`src/rtl/ptw_pkg.sv`:
```
package ptw_pkg;
  typedef enum logic [2:0] {
    S_IDLE, S_CHECK, S_FETCH_L4, S_FETCH_L3, S_FETCH_L2, S_FETCH_L1, S_DONE, S_FAULT
  } walk_state_t;

  localparam logic [1:0] FLT_NONE     = 2'd0;
  localparam logic [1:0] FLT_NONCANON = 2'd1;
  localparam logic [1:0] FLT_ABSENT   = 2'd2;

  localparam int PRESENT_BIT = 0;
  localparam int LARGE_BIT   = 7;
endpackage

```
`src/rtl/pt_canon_check.sv`:
```
module pt_canon_check #(
  parameter int ADDR_W = 64,
  parameter int TOP_LO = 47
) (
  input  logic [ADDR_W-1:0] vaddr,
  output logic              canon_ok
);
  logic [ADDR_W-1-TOP_LO:0] upper;
  assign upper    = vaddr[ADDR_W-1:TOP_LO];
  assign canon_ok = (&upper) | ~(|upper);
endmodule

```
`src/rtl/pt_index_sel.sv`:
```
module pt_index_sel #(
  parameter int ADDR_W = 64,
  parameter int IDX_W  = 9,
  parameter int OFF_W  = 12,
  parameter int LEVELS = 4,
  parameter int ENT_LG = 3,
  parameter int LVL_W  = 2
) (
  input  logic [ADDR_W-1:0] vaddr,
  input  logic [ADDR_W-1:0] tbl_base,
  input  logic [LVL_W-1:0]  level,
  output logic [ADDR_W-1:0] entry_addr
);
  logic [IDX_W-1:0] idx_arr [LEVELS];

  generate
    for (genvar g = 0; g < LEVELS; g++) begin : g_idx
      assign idx_arr[g] = vaddr[OFF_W + g*IDX_W +: IDX_W];
    end
  endgenerate

  assign entry_addr = tbl_base + (ADDR_W'(idx_arr[level]) << ENT_LG);
endmodule

```
`src/rtl/pt_entry_decode.sv`:
```
module pt_entry_decode
  import ptw_pkg::*;
#(
  parameter int ADDR_W = 64,
  parameter int PA_HI  = 51,
  parameter int IDX_W  = 9,
  parameter int OFF_W  = 12,
  parameter int LEVELS = 4,
  parameter int LVL_W  = 2
) (
  input  logic [ADDR_W-1:0] entry,
  input  logic [ADDR_W-1:0] vaddr,
  input  logic [LVL_W-1:0]  level,
  output logic              present,
  output logic              leaf,
  output logic [ADDR_W-1:0] next_base,
  output logic [ADDR_W-1:0] leaf_paddr,
  output logic [1:0]        leaf_size
);
  localparam logic [ADDR_W-1:0] PHYS_M = {ADDR_W{1'b1}} >> (ADDR_W - 1 - PA_HI);

  logic [ADDR_W-1:0] off_m [LEVELS];

  generate
    for (genvar g = 0; g < LEVELS; g++) begin : g_off
      assign off_m[g] = (ADDR_W'(1) << (OFF_W + g*IDX_W)) - ADDR_W'(1);
    end
  endgenerate

  assign present    = entry[PRESENT_BIT];
  assign leaf       = (level == '0) ||
                      (entry[LARGE_BIT] && (level != LVL_W'(LEVELS - 1)));
  assign next_base  = entry & PHYS_M & ~off_m[0];
  assign leaf_paddr = (entry & PHYS_M & ~off_m[level]) | (vaddr & off_m[level]);
  assign leaf_size  = 2'(level);
endmodule

```
`src/rtl/pt_walker.sv`:
```
module pt_walker
  import ptw_pkg::*;
#(
  parameter int ADDR_W = 64,
  parameter int PA_HI  = 51,
  parameter int IDX_W  = 9,
  parameter int OFF_W  = 12,
  parameter int ENT_LG = 3
) (
  input  logic        clk,
  input  logic        rst_n,
  input  logic        req_valid,
  output logic        req_ready,
  input  logic [63:0] req_vaddr,
  input  logic [63:0] req_root,
  output logic        mem_req_valid,
  input  logic        mem_req_ready,
  output logic [63:0] mem_req_addr,
  input  logic        mem_rsp_valid,
  input  logic [63:0] mem_rsp_data,
  output logic        res_valid,
  output logic [63:0] res_paddr,
  output logic [1:0]  res_fault,
  output logic [1:0]  res_level,
  output logic [1:0]  res_size
);
  localparam int LEVELS = 4;
  localparam int LVL_W  = 2;
  localparam int TOP_LO = OFF_W + LEVELS*IDX_W - 1;
  localparam logic [ADDR_W-1:0] TBL_M =
    ({ADDR_W{1'b1}} >> (ADDR_W - 1 - PA_HI)) & ({ADDR_W{1'b1}} << OFF_W);

  walk_state_t       state_q;
  logic [ADDR_W-1:0] va_q, base_q, paddr_q;
  logic              issued_q;
  logic [1:0]        fault_q, level_q, size_q;
  logic [LVL_W-1:0]  cur_lvl;
  logic              fetching;
  walk_state_t       next_fetch;

  logic              canon_ok;
  logic [ADDR_W-1:0] entry_addr;
  logic              ent_present, ent_leaf;
  logic [ADDR_W-1:0] ent_next, ent_pa;
  logic [1:0]        ent_size;

  always_comb begin
    fetching   = 1'b1;
    cur_lvl    = '0;
    next_fetch = S_FETCH_L1;
    case (state_q)
      S_FETCH_L4: begin cur_lvl = 2'd3; next_fetch = S_FETCH_L3; end
      S_FETCH_L3: begin cur_lvl = 2'd2; next_fetch = S_FETCH_L2; end
      S_FETCH_L2: begin cur_lvl = 2'd1; next_fetch = S_FETCH_L1; end
      S_FETCH_L1: begin cur_lvl = 2'd0; next_fetch = S_FETCH_L1; end
      default:    fetching = 1'b0;
    endcase
  end

  pt_canon_check #(.ADDR_W(ADDR_W), .TOP_LO(TOP_LO)) u_canon (
    .vaddr    (va_q),
    .canon_ok (canon_ok)
  );

  pt_index_sel #(
    .ADDR_W(ADDR_W), .IDX_W(IDX_W), .OFF_W(OFF_W),
    .LEVELS(LEVELS), .ENT_LG(ENT_LG), .LVL_W(LVL_W)
  ) u_idx (
    .vaddr      (va_q),
    .tbl_base   (base_q),
    .level      (cur_lvl),
    .entry_addr (entry_addr)
  );

  pt_entry_decode #(
    .ADDR_W(ADDR_W), .PA_HI(PA_HI), .IDX_W(IDX_W), .OFF_W(OFF_W),
    .LEVELS(LEVELS), .LVL_W(LVL_W)
  ) u_dec (
    .entry      (mem_rsp_data),
    .vaddr      (va_q),
    .level      (cur_lvl),
    .present    (ent_present),
    .leaf       (ent_leaf),
    .next_base  (ent_next),
    .leaf_paddr (ent_pa),
    .leaf_size  (ent_size)
  );

  always_ff @(posedge clk) begin
    if (!rst_n) begin
      state_q  <= S_IDLE;
      va_q     <= '0;
      base_q   <= '0;
      paddr_q  <= '0;
      issued_q <= 1'b0;
      fault_q  <= FLT_NONE;
      level_q  <= '0;
      size_q   <= '0;
    end else begin
      case (state_q)
        S_IDLE: begin
          if (req_valid) begin
            va_q    <= req_vaddr;
            base_q  <= req_root & TBL_M;
            state_q <= S_CHECK;
          end
        end
        S_CHECK: begin
          issued_q <= 1'b0;
          if (!canon_ok) begin
            fault_q <= FLT_NONCANON;
            level_q <= 2'd3;
            paddr_q <= '0;
            size_q  <= '0;
            state_q <= S_FAULT;
          end else begin
            state_q <= S_FETCH_L4;
          end
        end
        S_FETCH_L4, S_FETCH_L3, S_FETCH_L2, S_FETCH_L1: begin
          if (!issued_q) begin
            if (mem_req_ready) issued_q <= 1'b1;
          end else if (mem_rsp_valid) begin
            issued_q <= 1'b0;
            if (!ent_present) begin
              fault_q <= FLT_ABSENT;
              level_q <= cur_lvl;
              paddr_q <= '0;
              size_q  <= '0;
              state_q <= S_FAULT;
            end else if (ent_leaf) begin
              fault_q <= FLT_NONE;
              level_q <= cur_lvl;
              paddr_q <= ent_pa;
              size_q  <= ent_size;
              state_q <= S_DONE;
            end else begin
              base_q  <= ent_next;
              state_q <= next_fetch;
            end
          end
        end
        default: state_q <= S_IDLE;
      endcase
    end
  end

  assign req_ready     = (state_q == S_IDLE);
  assign mem_req_valid = fetching && !issued_q;
  assign mem_req_addr  = entry_addr;
  assign res_valid     = (state_q == S_DONE) || (state_q == S_FAULT);
  assign res_paddr     = paddr_q;
  assign res_fault     = fault_q;
  assign res_level     = level_q;
  assign res_size      = size_q;
endmodule

```
`config.mk`:
```
export PLATFORM = sky130hd
export DESIGN_NAME = pt_walker
export DESIGN_NICKNAME = d
export VERILOG_FILES = /design/src/rtl/ptw_pkg.sv /design/src/rtl/pt_canon_check.sv /design/src/rtl/pt_index_sel.sv /design/src/rtl/pt_entry_decode.sv /design/src/rtl/pt_walker.sv
export SDC_FILE = /design/constraint.sdc
export NUM_CORES = 1
export LEC_CHECK = 0
export BUFFER_PORTS_ARGS = -buffer_cell sky130_fd_sc_hd__buf_2
export CAP_MARGIN = 25
export CORE_MARGIN = 10
export CORE_UTILIZATION = 47
export CTS_CLUSTER_DIAMETER = 50
export DETAILED_ROUTE_END_ITERATION = 6
export GPL_ROUTABILITY_DRIVEN = 0
export PLACE_DENSITY = 0.82
export SYNTH_ARGS = -nofsm -noshare
export SYNTH_HDL_FRONTEND = slang
export SYNTH_SLANG_ARGS = --single-unit
```
`constraint.sdc`:
```
create_clock -name clk -period 2.8 [get_ports clk]
set_clock_uncertainty 0.1 [all_clocks]
set_input_delay 0.56 -clock clk [delete_from_list [all_inputs] [get_ports clk]]
set_output_delay 0.56 -clock clk [all_outputs]
set_load 0.01 [all_outputs]
```
* Word-level counts from Yosys, hierarchy flattened
Cells that the tools add are included.
Widths: inputs -> output; s select.
** Storage, ports and cells
- Output and inout bits :: 137
- Input port bits :: 197
- Bits in registers :: 202
- Logic and storage cells :: 97
** Operators by class
- Add/sub/neg operators :: 1
- Eq/ne operators :: 15
- Multiplexer cells :: 49
- Order comparisons :: 1
- Reduce and logical (&&, ||, !) cells :: 16
- Bitwise operators :: 7
** Operator list (number)
- $mux 64 :: 12
- $pmux 64 s2 :: 2
- $bmux 64 s2 :: 1
- $add 64x12->64 :: 1
- $and 52x64->64 :: 1
- $and 64x64->64 :: 1
- $not 64->64 :: 1
- $or 64x64->64 :: 1
- $mux 2 :: 14
- $bmux 9 s2 :: 1
- $mux 3 :: 6
- $mux 9 :: 2
- $reduce_and 17->1 :: 1
- $reduce_or 17->1 :: 1
- $eq 3x3->1 const B :: 4
- $pmux 2 s2 :: 3
- $pmux 3 s3 :: 1
- $ne 2x2->1 const B :: 4
- $eq 3x2->1 const B :: 2
- $ne 2x1->1 const B :: 3
- $pmux 2 s3 :: 1
- $pmux 3 s2 :: 1
- $reduce_and 6->1 :: 1
- $reduce_and 5->1 :: 1
- other kinds (17) :: 23

* Depth between registers and ports, before layout
- Word-level depth :: 14
- Gate-level depth with buffers :: 10
- Mapped depth without buffers :: 7

* Modules after synthesis
A second synthesis with hierarchy kept.
** Unflattened totals
- Cells, all modules :: 1324
- Area total of the unflattened synthesis :: 11182.0 µm²
** By module, submodules not included
- pt_walker :: cells an instance 947, seq. area each 4043.9 µm², area each 8261.7 µm², times used 1
- pt_index_sel :: cells an instance 227, seq. area each 0.0 µm², area each 1685.4 µm², times used 1
- pt_entry_decode :: cells an instance 138, seq. area each 0.0 µm², area each 1136.1 µm², times used 1
- pt_canon_check :: cells an instance 12, seq. area each 0.0 µm², area each 98.8 µm², times used 1

* Worst setup path before layout
OpenSTA, ideal clock, no wires.
- Path type :: register -> output
- Start :: register state_q[2]
- End :: output port mem_req_addr[10]
- Data arrival time :: 1947 ps
- Setup slack :: 193 ps
- Stages on the path, launching flop included :: 8
- Cells stage by stage :: dfxtp_1 > buf_6 > inv_1 > ha_1 > clkbuf_1 > clkbuf_1 > clkbuf_1 > mux4_2
** On the way
- Cells in the longest elaborated chain, start to end :: 7
** RTL lines
- start, declared :: RTL line pt_walker.sv:33 : walk_state_t state_q;
- start signal, assigned :: RTL line pt_walker.sv:139 : state_q <= next_fetch;
- $eq 3x3->1 or $eq 3x2->1 (tied branches) :: RTL line pt_walker.sv:51 : case (state_q)
- $pmux 2 s3 * :: RTL line pt_walker.sv:51
- $not 2->3 (not written as such) * :: RTL line pt_index_sel.sv:22 : assign entry_addr = tbl_base + (ADDR_W'(idx_arr[level]) << ENT_LG);
- $bmux 9 s2 * :: RTL line pt_index_sel.sv:22
- $mux 9 (not written as such) * (2 in series) :: RTL line pt_index_sel.sv:22
- $add 64x12->64 * :: RTL line pt_index_sel.sv:22
- end, declared :: RTL line pt_walker.sv:18 : output logic [63:0] mem_req_addr,
Every way passes the cells marked *; elsewhere a longest branch is shown, timed or not. The select of a mux whose other input is x is not followed.

* Worst setup path in the final report
- Start :: register state_q[2]
- End :: output port mem_req_addr[4]
Same word-level chain as after synthesis.

==> metrics.sh <==
HOLD_VIOL_FINAL=0
POWER_SWITCHING_SHARE_PCT=34.10
MAXCAPVIOLATIONS=0
R2R_SLACK_NS=0.31
DIE_W_UM=145.9
MIN_DELAY_WORST_ENDPOINT='va_q[33]'
SYNTHDOMINANTCELLAREASHARE_PCT=44.59
GRT_SETUP_UNREPAIRED='false'
POST-PLACE-WS_NS=0.2871
MAX_FREQ_GHz=0.3762
CLK_PIN_SLEW_NS=0.06
MOST_FREQUENT_STANDARD_CELL_IN_THE_LAYOUT_EXCLUDING_FILL_AND_TAP_CELLS='sky130_fd_sc_hd__buf_2'
PLACEMENTROWS=45
TIMING.MAX_SLEW.REL_SLACK_PCT=57.37
WORST-SLEW-PIN-TRANSITION_NS=0.6394
SYNTHDISTINCTLIBCELLS=54
INTERNAL-POWER_mW=5.887
POSTLAYOUTCELLAREA_SQ_UM=9488
SYNTH.YOSYS.WARNINGS=0
CRITPATHMAXSTAGEDELAY_NS=0.54
PWR-SHARE-SEQ_PCT=36.4
DETAIL_ROUTE.ITER0.VIOLATIONS=440
WORSTREGTOREGCELLS=7
CRIT_PATH_START_KIND='flop'
PLACE_AREA_SQ_UM=8835
HTREE_DEPTH=4
END_KIND='output pin'
CTS_MADE_BUFFERS=17
PORT-BUFFER-COUNT=260
POST_CTS_RESIZED=1
WP_DATA_REQUIRED_NS=2.14
AREA_GROWTH_SYN_TO_LAYOUT_PCT=27.30
PATH_CELLS='xnor2_2 > nor2_2 > buf_12 > mux4_2 > buf_2'
NETLIST.TOP_CELL.BY_AREA='sky130_fd_sc_hd__dfxtp_1'
POWER.STATIC_LEAKAGE_nW=4.109
RR_STARTPOINT='state_q[1]'
ANT_NETS=0
SYNTH-ASYNC-RESET-RATIO_PCT=0
DIE_HEIGHT_UM=145.9
GATE_COUNT_POST_SYNTH=812
CRITPATHARRIVALTIME_NS=2.00
GRT_PASS1_WL_UM=37000
MOSTFREQUENTLAYOUTCELLS='259 x sky130_fd_sc_hd__buf_2, 241 x sky130_fd_sc_hd__nand2_1, 164 x sky130_fd_sc_hd__dfxtp_1'
TRITONCTS_CLOCK_TREE='yes'
DRIVE_ABOVE_1_SHARE_PCT=34.15
CORE-AREA_SQ_UM=15370
DETAIL_ROUTE.FIRST_PASS.ITERATIONS=5
TIMING.HOLD.WORST.CLASS='in2reg'
OUTCOME='complete, no violations'
GRT.OVERFLOW.TOTAL=0
CTS-ROOT-TO-SINK-BUFFERS=2
TIMING.FINAL.WS_SETUP_NS=0.1416
INITIAL_ANTENNA_VIOLATION_COUNT=8
BUFFER_CELL_DRIVING_THE_CLOCK_TREE_ROOT='sky130_fd_sc_hd__clkbuf_16'
GRT_PASS1_VIAS=6714
PWR-SHARE-CLK_PCT=28.5
WORST_R2R_ENDPOINT='res_paddr[25]'
POST-ROUTE-PERIOD-UTIL_PCT=94.94
FINALSETUPVIOLCOUNT=0
PLACED_CELLS_INCL_TAPS=1239
DETAIL_ROUTE.WL_PER_CELL_UM=18.69
LARGEST_NET_DEGREE_AT_THE_START_OF_GLOBAL_ROUTING=102
SYN-CELL-AREA_SQ_UM=7453
FINALSETUPTNS_NS=0
POSTCTSSETUPREPAIRBUFS=0
FIN_NETS=1248
IRDROPWORSTVDD_mV=0.6438
TIMING.FINAL.MAX_SLEW_VIOLATIONS=0
INITIAL_CORE_UTIL_PCT=48.49
VIAS_PER_CELL=5.272
WORSTSETUPPATHTYPE='reg2out'
CTS_HOLD_BUF=0
NUM-FILL-CELLS=1339
TOP_AREA_CELLS_IN_THE_SYNTHESIZED_NETLIST='sky130_fd_sc_hd__dfxtp_1 45%, sky130_fd_sc_hd__nand2_1 12%, sky130_fd_sc_hd__mux2i_1 7.5%'
DP_HPWL_UM=17530
WL_UM=23790
YS.FLOP_TYPE='sky130_fd_sc_hd__dfxtp_1'
HP-START='req_vaddr[33]'
NET-SWITCHING-POWER_mW=3.046
POST_SYNTH_EDFFS=0
AGGREGATE_GLOBAL_ROUTE_RESOURCE_USAGE_PCT=21.39
POST_SYNTHESIS_AREA_PER_INSTANCE_SQ_UM=9.179
SEQ_TOTAL_AREA_YOSYS_PCT=44.59
CP_MAX_FO=12
MIN_DELAY_PATH_DEPTH=3
DRCVIOLATIONCOUNT=0
ROUTED-VIA-COUNT=6711
BOUNDARYPINS=334
P_PER_AREA_nW_PER_UM2=941.5
POST_LAYOUT_NONFILLER_INSTANCES=1273
PERIOD_NEEDED_NS=2.658
NUMCLOCKSINKS=166
PORTION_OF_TOTAL_POWER_ATTRIBUTED_TO_COMBINATIONAL_LOGIC_PCT=35.1
DIE_AREA_SQ_UM=21300
FINAL_CORE_UTIL_PCT=61.73
CRIT_SLOWEST_CELL='sky130_fd_sc_hd__mux4_2'
SYNTH_SEQ_CELLS=166
CLK-INSERTION-DELAY-LATE_NS=0.42
[metrics by stage]
step / hold slack (ns) / power [mW]
final: 0.2683 / 8.932
after floorplan: 0.3332 / 5.357
after global placement: 0.3373 / 6.380
after CTS: 0.2552 / 8.992
after detailed placement: 0.3433 / 6.433
after global routing: 0.2632 / 9.418
[state kept, by name (all words and copies together) (netlist names)]
signal     cells
base_q        40
issued_q       1
res_fault      2
res_level      2
res_paddr     52
res_size       2
state_q        3
va_q          64
[critical path: cells and delay by family (launching register included)]
kind                      cells  cell delay [ns]
xor gates and xnor gates      1             0.17
muxes                         1             0.54
and+or+nand+nor               1             0.14
DFF                           1             0.39
buffers and inverters         2             0.33
[final cells by class]
class                      instances  area (sq um)  share of cell area [%]
multi-input combinational        575          3711                   39.11
sequential                       166          3328                   35.08
timing repair buffer             279          1509                   15.90
clock buffer                      21         460.4                   4.853
tap                              211         264.0                   2.783
clock inverter                     8         172.7                   1.820
inverter                           8         30.03                  0.3165
antenna                            5         12.51                  0.1319
[synth_stat cells, types with 2 or more instances]
master	instances
sky130_fd_sc_hd__nand2_1	242
sky130_fd_sc_hd__dfxtp_1	166
sky130_fd_sc_hd__a21oi_1	69
sky130_fd_sc_hd__mux2i_1	56
sky130_fd_sc_hd__o221a_1	41
sky130_fd_sc_hd__o21a_1	40
sky130_fd_sc_hd__clkbuf_1	36
sky130_fd_sc_hd__buf_4	33
sky130_fd_sc_hd__mux2_2	27
sky130_fd_sc_hd__buf_2	15
sky130_fd_sc_hd__mux4_2	9
sky130_fd_sc_hd__nor2_1	8
sky130_fd_sc_hd__inv_1	5
sky130_fd_sc_hd__nand3_1	5
sky130_fd_sc_hd__buf_6	4
sky130_fd_sc_hd__ha_1	4
sky130_fd_sc_hd__nand4_1	3
sky130_fd_sc_hd__nor3_1	3
sky130_fd_sc_hd__nor3_2	3
sky130_fd_sc_hd__and2_1	2
sky130_fd_sc_hd__inv_2	2
sky130_fd_sc_hd__nand3b_1	2
sky130_fd_sc_hd__nor3b_1	2
sky130_fd_sc_hd__nor4_1	2
sky130_fd_sc_hd__o21ai_1	2
sky130_fd_sc_hd__o41ai_1	2
sky130_fd_sc_hd__or4_1	2
[routing by layer]
layer / vias up / track usage [%] / part of all wire [%]
met5: - / 0 / 0.13
li1: 3242 / - / -
met4: 6 / 8.089 / 2.6
met3: 52 / 8.196 / 8.6
met1: 3148 / 25.15 / 40
met2: 263 / 34.51 / 48
[worst max-delay path by stage]
stage,depth (start not counted),from,slack [ns],end
global route,5,state_q[2],0.03,mem_req_addr[4]
floorplan,7,state_q[2],0.19,mem_req_addr[10]
CTS,5,state_q[2],0.03,mem_req_addr[4]
detailed placement,7,state_q[2],0.29,res_paddr[20]
global placement,5,state_q[2],0.34,mem_req_addr[4]
finish,5,state_q[2],0.14,mem_req_addr[4]
[cell families after synthesis]
kind of cell | count (synthesis) | share of synthesized area (%)
fa+ha+maj | 4 | 0.6715
compound gates | 167 | 16.84
xor+xnor | 2 | 0.3358
buf+inv | 97 | 7.202
mux | 92 | 14.32
flops | 166 | 44.59
other cells | 1 | 0.05031
simple gates | 283 | 16.00
[power groups by stage]
stage / clock network [mW] / logic, mW / registers, mW
floorplan: 0 / 2.02 / 3.33
global placement: 0 / 3.12 / 3.27
detailed placement: 0 / 3.14 / 3.29
CTS: 2.59 / 3.16 / 3.24
global route: 2.69 / 3.41 / 3.32
finish: 2.55 / 3.14 / 3.25
(Power assumes the default switching activity.)
